--- src/rtl/xflag_pkg.sv ---
package xflag_pkg;

    typedef enum logic [3:0] {
        XOP_ADD   = 4'd0,
        XOP_ADDC  = 4'd1,
        XOP_EXT   = 4'd2,
        XOP_MUL   = 4'd3,
        XOP_DIV   = 4'd4,
        XOP_SRA   = 4'd5,
        XOP_CMP   = 4'd6,
        XOP_LOGIC = 4'd7,
        XOP_MTX   = 4'd8
    } xop_e;

    // bit positions of the flags inside a move-to-status-register source
    localparam int unsigned XB_SO   = 31;
    localparam int unsigned XB_OV   = 30;
    localparam int unsigned XB_CA   = 29;
    localparam int unsigned XB_OV32 = 19;
    localparam int unsigned XB_CA32 = 18;

    typedef struct packed {
        logic so;
        logic ov;
        logic ca;
        logic ov32;
        logic ca32;
    } xflag_bits_t;

    typedef struct packed {
        xflag_bits_t we;
        xflag_bits_t val;
    } xflag_upd_t;

endpackage

--- src/rtl/xflag_addflags.sv ---
module xflag_addflags #(
    parameter int unsigned XLEN = 64,
    parameter int unsigned HALF = 32
) (
    input  logic [XLEN-1:0] a_i,
    input  logic [XLEN-1:0] b_i,
    input  logic [XLEN:0]   sum_i,
    output logic            co_full_o,
    output logic            co_half_o,
    output logic            ov_full_o,
    output logic            ov_half_o
);
    logic cin_full_top;
    logic cin_half_top;

    always_comb begin
        // carry into bit k is recovered from the sum and both addends
        cin_full_top = sum_i[XLEN-1] ^ a_i[XLEN-1] ^ b_i[XLEN-1];
        cin_half_top = sum_i[HALF-1] ^ a_i[HALF-1] ^ b_i[HALF-1];
        co_full_o    = sum_i[XLEN];
        co_half_o    = sum_i[HALF] ^ a_i[HALF] ^ b_i[HALF];
        ov_full_o    = co_full_o ^ cin_full_top;
        ov_half_o    = co_half_o ^ cin_half_top;
    end
endmodule

--- src/rtl/xflag_fitcheck.sv ---
module xflag_fitcheck #(
    parameter int unsigned XLEN = 64,
    parameter int unsigned HALF = 32,
    localparam int unsigned WIDE = 2 * XLEN
) (
    input  logic [WIDE-1:0] prod_i,
    input  logic [XLEN-1:0] dvd_i,
    input  logic [XLEN-1:0] dvs_i,
    output logic            mul_full_o,
    output logic            mul_half_o,
    output logic            div_full_o,
    output logic            div_half_o
);
    logic [XLEN:0] hi_full;
    logic [XLEN-HALF:0] hi_half;
    logic [XLEN-1:0] min_full;
    logic [HALF-1:0] min_half;

    always_comb begin
        hi_full  = prod_i[WIDE-1:XLEN-1];
        hi_half  = prod_i[XLEN-1:HALF-1];
        min_full = {1'b1, {(XLEN-1){1'b0}}};
        min_half = {1'b1, {(HALF-1){1'b0}}};
        // a product fits when every bit above the sign position copies it
        mul_full_o = !((&hi_full) || !(|hi_full));
        mul_half_o = !((&hi_half) || !(|hi_half));
        div_full_o = (dvs_i == '0) || ((dvd_i == min_full) && (&dvs_i));
        div_half_o = (dvs_i[HALF-1:0] == '0)
                  || ((dvd_i[HALF-1:0] == min_half) && (&dvs_i[HALF-1:0]));
    end
endmodule

--- src/rtl/xflag_sracarry.sv ---
module xflag_sracarry #(
    parameter int unsigned XLEN = 64,
    parameter int unsigned HALF = 32,
    localparam int unsigned SH_W = $clog2(XLEN) + 1,
    localparam int unsigned SH_H = $clog2(HALF) + 1
) (
    input  logic [XLEN-1:0] src_i,
    input  logic [SH_W-1:0] amt_i,
    output logic            ca_full_o,
    output logic            ca_half_o
);
    logic lost_full;
    logic lost_half;
    logic [SH_H-1:0] amt_h;

    always_comb begin
        amt_h     = amt_i[SH_H-1:0];
        lost_full = 1'b0;
        lost_half = 1'b0;
        for (int i = 0; i < XLEN; i++) begin
            if (SH_W'(i) < amt_i) lost_full = lost_full | src_i[i];
        end
        for (int j = 0; j < HALF; j++) begin
            if (SH_H'(j) < amt_h) lost_half = lost_half | src_i[j];
        end
        ca_full_o = src_i[XLEN-1] & lost_full;
        ca_half_o = src_i[HALF-1] & lost_half;
    end
endmodule

--- src/rtl/xflag_update.sv ---
module xflag_update
    import xflag_pkg::*;
#(
    parameter int unsigned XLEN    = 64,
    parameter int unsigned HALF    = 32,
    parameter bit          REG_OUT = 1'b1,
    localparam int unsigned WIDE   = 2 * XLEN,
    localparam int unsigned SH_W   = $clog2(XLEN) + 1
) (
    input  logic            clk,
    input  logic            rst_n,
    input  logic [3:0]      op_i,
    input  logic            oe_i,
    input  logic            mode64_i,
    input  logic            ext_sel_i,
    input  logic [XLEN-1:0] a_i,
    input  logic [XLEN-1:0] b_i,
    input  logic [XLEN:0]   sum_i,
    input  logic [WIDE-1:0] prod_i,
    input  logic            so_i,
    input  logic            ov_i,
    input  logic            ca_i,
    input  logic            ov32_i,
    input  logic            ca32_i,
    output logic            so_o,
    output logic            ov_o,
    output logic            ca_o,
    output logic            ov32_o,
    output logic            ca32_o,
    output logic            so_we_o,
    output logic            ov_we_o,
    output logic            ca_we_o,
    output logic            ov32_we_o,
    output logic            ca32_we_o
);
    logic co_full, co_half, aov_full, aov_half;
    logic mov_full, mov_half, dov_full, dov_half;
    logic sca_full, sca_half;
    xflag_upd_t upd_d, upd_q, upd_out;
    xop_e op;

    xflag_addflags #(.XLEN(XLEN), .HALF(HALF)) i_add (
        .a_i(a_i), .b_i(b_i), .sum_i(sum_i),
        .co_full_o(co_full), .co_half_o(co_half),
        .ov_full_o(aov_full), .ov_half_o(aov_half)
    );

    xflag_fitcheck #(.XLEN(XLEN), .HALF(HALF)) i_fit (
        .prod_i(prod_i), .dvd_i(a_i), .dvs_i(b_i),
        .mul_full_o(mov_full), .mul_half_o(mov_half),
        .div_full_o(dov_full), .div_half_o(dov_half)
    );

    xflag_sracarry #(.XLEN(XLEN), .HALF(HALF)) i_sra (
        .src_i(a_i), .amt_i(b_i[SH_W-1:0]),
        .ca_full_o(sca_full), .ca_half_o(sca_half)
    );

    always_comb begin
        op = xop_e'(op_i);
        upd_d.we       = '0;
        upd_d.val.so   = so_i;
        upd_d.val.ov   = ov_i;
        upd_d.val.ca   = ca_i;
        upd_d.val.ov32 = ov32_i;
        upd_d.val.ca32 = ca32_i;
        unique case (op)
            XOP_ADD, XOP_ADDC: begin
                if (oe_i) begin
                    upd_d.we.ov   = 1'b1;
                    upd_d.we.ov32 = 1'b1;
                    upd_d.val.ov   = mode64_i ? aov_full : aov_half;
                    upd_d.val.ov32 = aov_half;
                end
                if (op == XOP_ADDC) begin
                    upd_d.we.ca   = 1'b1;
                    upd_d.we.ca32 = 1'b1;
                    upd_d.val.ca   = mode64_i ? co_full : co_half;
                    upd_d.val.ca32 = co_half;
                end
            end
            XOP_EXT: begin
                if (ext_sel_i) begin
                    upd_d.we.ca   = 1'b1;
                    upd_d.we.ca32 = 1'b1;
                    upd_d.val.ca   = mode64_i ? co_full : co_half;
                    upd_d.val.ca32 = co_half;
                end else begin
                    upd_d.we.ov   = 1'b1;
                    upd_d.we.ov32 = 1'b1;
                    upd_d.val.ov   = mode64_i ? co_full : co_half;
                    upd_d.val.ov32 = co_half;
                end
            end
            XOP_MUL: begin
                if (oe_i) begin
                    upd_d.we.ov   = 1'b1;
                    upd_d.we.ov32 = 1'b1;
                    upd_d.val.ov   = mode64_i ? mov_full : mov_half;
                    upd_d.val.ov32 = mov_half;
                end
            end
            XOP_DIV: begin
                if (oe_i) begin
                    upd_d.we.ov   = 1'b1;
                    upd_d.we.ov32 = 1'b1;
                    upd_d.val.ov   = mode64_i ? dov_full : dov_half;
                    upd_d.val.ov32 = dov_half;
                end
            end
            XOP_SRA: begin
                upd_d.we.ca   = 1'b1;
                upd_d.we.ca32 = 1'b1;
                upd_d.val.ca   = mode64_i ? sca_full : sca_half;
                upd_d.val.ca32 = mode64_i ? sca_full : sca_half;
            end
            XOP_MTX: begin
                upd_d.we       = '1;
                upd_d.val.so   = a_i[XB_SO];
                upd_d.val.ov   = a_i[XB_OV];
                upd_d.val.ca   = a_i[XB_CA];
                upd_d.val.ov32 = a_i[XB_OV32];
                upd_d.val.ca32 = a_i[XB_CA32];
            end
            default: ;
        endcase
        // sticky overflow accumulates every overflow write
        if (upd_d.we.ov && (op != XOP_MTX)) begin
            upd_d.we.so  = 1'b1;
            upd_d.val.so = so_i | upd_d.val.ov;
        end
    end

    always_ff @(posedge clk) begin
        if (!rst_n) upd_q <= '0;
        else        upd_q <= upd_d;
    end

    generate
        if (REG_OUT) begin : g_reg
            assign upd_out = upd_q;
            // registered outputs present the previous cycle's update
            p_reg_latency_r11: assert property (@(posedge clk) disable iff (!rst_n)
                rst_n |=> ({so_o, ov_o, ca_o, ov32_o, ca32_o} == $past(upd_d.val)));
            p_reg_strobes_r11: assert property (@(posedge clk) disable iff (!rst_n)
                rst_n |=> ({so_we_o, ov_we_o, ca_we_o, ov32_we_o, ca32_we_o} == $past(upd_d.we)));
        end else begin : g_comb
            assign upd_out = upd_d;
        end
    endgenerate

    assign so_o      = upd_out.val.so;
    assign ov_o      = upd_out.val.ov;
    assign ca_o      = upd_out.val.ca;
    assign ov32_o    = upd_out.val.ov32;
    assign ca32_o    = upd_out.val.ca32;
    assign so_we_o   = upd_out.we.so;
    assign ov_we_o   = upd_out.we.ov;
    assign ca_we_o   = upd_out.we.ca;
    assign ov32_we_o = upd_out.we.ov32;
    assign ca32_we_o = upd_out.we.ca32;

    // compare and logical classes never raise a strobe
    p_quiet_classes_r1: assert property (@(posedge clk) disable iff (!rst_n)
        ((op_i == 4'd6) || (op_i == 4'd7)) |-> (upd_d.we == '0));
    // sticky overflow never drops outside a move
    p_so_sticky_r9: assert property (@(posedge clk) disable iff (!rst_n)
        (so_i && (op_i != 4'd8)) |-> upd_d.val.so);
    // an overflow written as 1 outside a move also marks sticky overflow
    p_ov_marks_so_r9: assert property (@(posedge clk) disable iff (!rst_n)
        (upd_d.we.ov && upd_d.val.ov && (op_i != 4'd8)) |-> (upd_d.we.so && upd_d.val.so));
    // unwritten carry passes through
    p_ca_hold_r10: assert property (@(posedge clk) disable iff (!rst_n)
        !upd_d.we.ca |-> (upd_d.val.ca == ca_i));
    // shifts never touch overflow
    p_sra_no_ov_r7: assert property (@(posedge clk) disable iff (!rst_n)
        (op_i == 4'd5) |-> !(upd_d.we.ov || upd_d.we.so));
    // the extended add writes exactly one of the two carry fields
    p_ext_one_field_r4: assert property (@(posedge clk) disable iff (!rst_n)
        (op_i == 4'd2) |-> (upd_d.we.ov ^ upd_d.we.ca));
endmodule

--- config.mk ---
export PLATFORM = sky130hd
export DESIGN_NAME = xflag_update
export DESIGN_NICKNAME = d
export VERILOG_FILES = /design/src/rtl/xflag_pkg.sv /design/src/rtl/xflag_addflags.sv /design/src/rtl/xflag_fitcheck.sv /design/src/rtl/xflag_sracarry.sv /design/src/rtl/xflag_update.sv
export SDC_FILE = /design/constraint.sdc
export NUM_CORES = 1
export LEC_CHECK = 0
export BUFFER_PORTS_ARGS = -buffer_cell sky130_fd_sc_hd__buf_4
export CAP_MARGIN = 15
export CORE_AREA = 8 8 127 129
export DETAILED_ROUTE_END_ITERATION = 10
export DIE_AREA = 0 0 135 137
export GPL_TIMING_DRIVEN = 0
export MAX_ROUTING_LAYER = met4
export PLACE_DENSITY = 0.62
export REMOVE_ABC_BUFFERS = 1
export SETUP_SLACK_MARGIN = 0.4
export SLEW_MARGIN = 20
export SYNTH_ARGS = -nofsm -noshare
export SYNTH_HDL_FRONTEND = slang
export SYNTH_SLANG_ARGS = --single-unit
--- constraint.sdc ---
create_clock -name clk -period 2.5 [get_ports clk]
set_input_delay 0.125 -clock clk [delete_from_list [all_inputs] [get_ports clk]]
set_output_delay 0.125 -clock clk [all_outputs]
set_load 0.02 [all_outputs]
==> results.rst <==
.. list-table::
   :header-rows: 1

   * - Metric
     - Value
   * - Relative area change from synthesis to final layout
     - 83.9%
   * - Final std cells w/o fill
     - 861
   * - Violation count after the first detailed-route iteration
     - around 220
   * - Core outline area
     - 14200 µm²
   * - Synth unique cells
     - between 60 and 70
   * - Number of warning messages in the yosys log
     - 0
   * - Fraction of the cycle the final worst path needs
     - a little under 90%
   * - Main area contributors after synthesis
     - nor4_1, nand4_1, nor2_1
   * - Startpoint of the most critical hold path
     - ca32_i
   * - Path class of the lowest-slack min-delay path
     - input port to flip-flop
   * - Global-route wire length before repair
     - about 24000 µm
   * - Hold violation count in the final report
     - 0
   * - CTS H-tree depth
     - 1
   * - Share of the yosys chip area belonging to registers
     - 5.77%
   * - Final net count
     - 1014
   * - Final weighted congestion of routability-driven global placement
     - 0.882
   * - Clock Sinks
     - 8
   * - Initial Utilization
     - 19.5%
   * - Worst-margin pin slew
     - 0.654 ns
   * - Remaining design rule violation count
     - 0
   * - Number of setup violations in the final report
     - 0
   * - Prevailing post-synth register cell
     - dfxtp_1
   * - Port Buffer Count
     - around 250
   * - CP max FO
     - 3
   * - Leading cell types by count after synthesis
     - nor4_1, nand4_1, nor2_1, a21oi_1, nand2_1
   * - Internal Power
     - 0.742 mW
   * - Post-synth top area cell
     - nor4_1
   * - Final count of pins violating max slew
     - 0
   * - P_leak
     - 2.08 nW
   * - Worst EP arrival
     - 2.33 ns
   * - Wire length per cell after detailed routing
     - about 19 µm
   * - Most numerous cell in the Yosys netlist
     - nor4_1
   * - Sort of element at the start of the critical path
     - input port
   * - Mapped cell area
     - ~2800 µm²
   * - Die width
     - 135 µm
   * - Placed instance count
     - ~850
   * - First-pass DRT Iterations
     - 5
   * - Clock period minus final worst setup slack
     - about 2.2 ns
   * - Hold Crit Depth
     - 3
   * - DRT antenna net count
     - 0
   * - Sequential Power Share
     - 12.4%
   * - Hold Path End
     - ca32_o$_SDFF_PN0_
   * - Max Cap Violations
     - 0
   * - Number of enable-type register cells in the synthesized netlist
     - 0
   * - Layout cell share with drive strength beyond 1
     - 43.3%
   * - Achievable Freq
     - 448 MHz
   * - Pin count of the biggest net entering global routing
     - 44
   * - Power density normalized to cell area
     - 223 nW/µm²
   * - Die footprint
     - 18500 µm²
   * - Total negative slack
     - 0 ns
   * - Clock tree from TritonCTS
     - built
   * - Relative slew slack
     - 55.8%
   * - Clock Tree Root
     - clkbuf_16
   * - Die outline height
     - 137 µm
   * - Number of buffers created by CTS
     - 3
   * - Number of instances in the synthesized netlist
     - between 400 and 500
   * - Share of total power in combinational logic
     - ~65%
   * - Post-DP HPWL
     - about 14000 µm
   * - Critical path endpoint category
     - flip-flop
   * - Fraction of registers with async set or reset after synthesis
     - 0%
   * - GRT Resource Usage Total
     - 16.2%
   * - Clock Power Share
     - 23.0%
   * - Critical path class
     - input port to flip-flop
   * - Total net switching power
     - 0.393 mW
   * - Total Power Consumption
     - 1.14 mW
   * - Clock transition time at the flip-flop clock pins of the worst setup and hold paths
     - 0.03 ns
   * - WP data required
     - 2.60 ns
   * - Status
     - completed
   * - N_diodes
     - 0
   * - Final WL
     - approximately 16000 µm
   * - Net Sw Frac
     - 34.6%
   * - Ratio of routed vias to standard cells
     - 5.47
   * - Max Root-Sink Buffers
     - 2
   * - Vias in the first global route
     - 4708
   * - Post-synthesis register bit count
     - 8
   * - Total number of vias
     - ~4700
   * - Initial antenna violation count
     - 0
   * - Io pins
     - 345
   * - Synthesized area per cell
     - 6.32 µm²
   * - Rows
     - between 40 and 50
   * - Share of Yosys cell area claimed by the top area cell type
     - about an eighth
   * - RSZ-0062 raised after global routing
     - yes
   * - IR Drop Worst-Case VDD
     - 0.221 mV
   * - Global route total overflow
     - 0
   * - Number of filler cells placed in the layout
     - 1552
state kept, by name, summed over array words and instances (netlist names):
register / flops
ca32_o: 1
ca_o: 1
ca32_we_o: 1
ov32_o: 1
so_o: 1
ov_o: 1
ov32_we_o: 1
so_we_o: 1
layer usage:
layer	share of wire, %	GRT usage [%]	vias up
met5	0	-	-
met4	1.5	2.84	0
met3	10	4.07	21
met2	49	28.2	253
met1	40	18.6	2140
li1	-	-	2292
repair_timing:
item	CTS	global route
endpoints found under the setup margin	4	5
gates resized for setup	24	9
setup buffers	6	6
cloned	0	1
hold buffers	0	0
pin swaps	10	7
stage by stage:
step,cell area (µm²),hold WS [ns],util [%],setup slack (ns)
2_1_floorplan,2640,0.243,-,0.210
3_3_place_gp,4760,0.385,33.5,-0.261
3_5_place_dp,4760,0.387,33.5,-0.286
4_1_cts,4990,0.148,35.1,0.259
5_1_grt,5100,0.162,35.9,0.165
6_report,5100,0.148,35.9,0.269
cells by family after synthesis:
| family | count (synthesis) | share of synthesized area, % |
|---|---|---|
| simple gates | 241 | 48.5 |
| flops | 8 | 5.77 |
| fa+ha+maj | 2 | 0.766 |
| xor+xnor | 6 | 2.89 |
| mux | 5 | 1.85 |
| buf+inv | 38 | 6.09 |
| compound gates | 139 | 34.2 |
final cells by class:
type / instances / area, µm² / area share [%]
Clock buffer: 3 / 75.1 / 1.47
Inverter: 8 / 30.0 / 0.588
Multi-Input combinational cell: 393 / 2550 / 49.9
Sequential cell: 8 / 160 / 3.14
Tap cell: 184 / 230 / 4.51
Timing Repair Buffer: 265 / 2060 / 40.4
worst max path at each step:
stage / start / to / slack [ns]
after floorplan: a_i[1] / ca32_o$_SDFF_PN0_ / 0.21
after global placement: b_i[1] / ca32_o$_SDFF_PN0_ / -0.26
after detailed placement: b_i[1] / ca32_o$_SDFF_PN0_ / -0.29
after CTS: a_i[0] / ca32_o$_SDFF_PN0_ / 0.26
after global routing: b_i[6] / ca32_o$_SDFF_PN0_ / 0.17
final: a_i[3] / ca32_o$_SDFF_PN0_ / 0.27
power groups by stage:
stage / combinational (mW) / sequential [mW] / clock, mW
global placement: 0.689 / 0.142 / 0
finish: 0.734 / 0.141 / 0.262
CTS: 0.716 / 0.141 / 0.267
floorplan: 0.193 / 0.157 / 0
global route: 0.792 / 0.142 / 0.277
detailed placement: 0.693 / 0.143 / 0
cells in the final DEF, fill, tap and decap left out, types with 3 or more instances in the layout:
cell | Yosys | final
o21a_1 | 5 | 5
xnor2_1 | 4 | 4
inv_1 | 8 | 8
buf_4 | 2 | 258
nand4_1 | 46 | 46
a211oi_1 | 8 | 7
dfxtp_1 | 8 | 8
or4_1 | 7 | 7
buf_12 | 0 | 3
o31ai_1 | 3 | 3
nor4_1 | 54 | 50
clkbuf_16 | 0 | 4
a21o_1 | 5 | 5
and2_1 | 3 | 3
o22ai_1 | 6 | 6
mux2i_1 | 4 | 4
a31oi_1 | 10 | 8
nor2_1 | 45 | 44
nand3_1 | 12 | 12
and3_1 | 3 | 3
a22oi_1 | 3 | 3
or3_1 | 5 | 5
o21ai_0 | 27 | 26
nor4_2 | 0 | 3
a21oi_1 | 31 | 31
nand2_1 | 29 | 29
o211ai_1 | 7 | 7
nor3_1 | 16 | 15
nor4b_1 | 4 | 3
a211o_1 | 6 | 6
critical path, stage by stage:
cell and delay (ns):
buf_4 0.11, or4_4 0.53, maj3_2 0.33, o32ai_2 0.22, o21ai_2 0.12, a2111oi_4 0.35, a311oi_2 0.19, o311ai_1 0.25
o21ai_1 0.10
No activity file was read; power rests on OpenSTA's default activity.
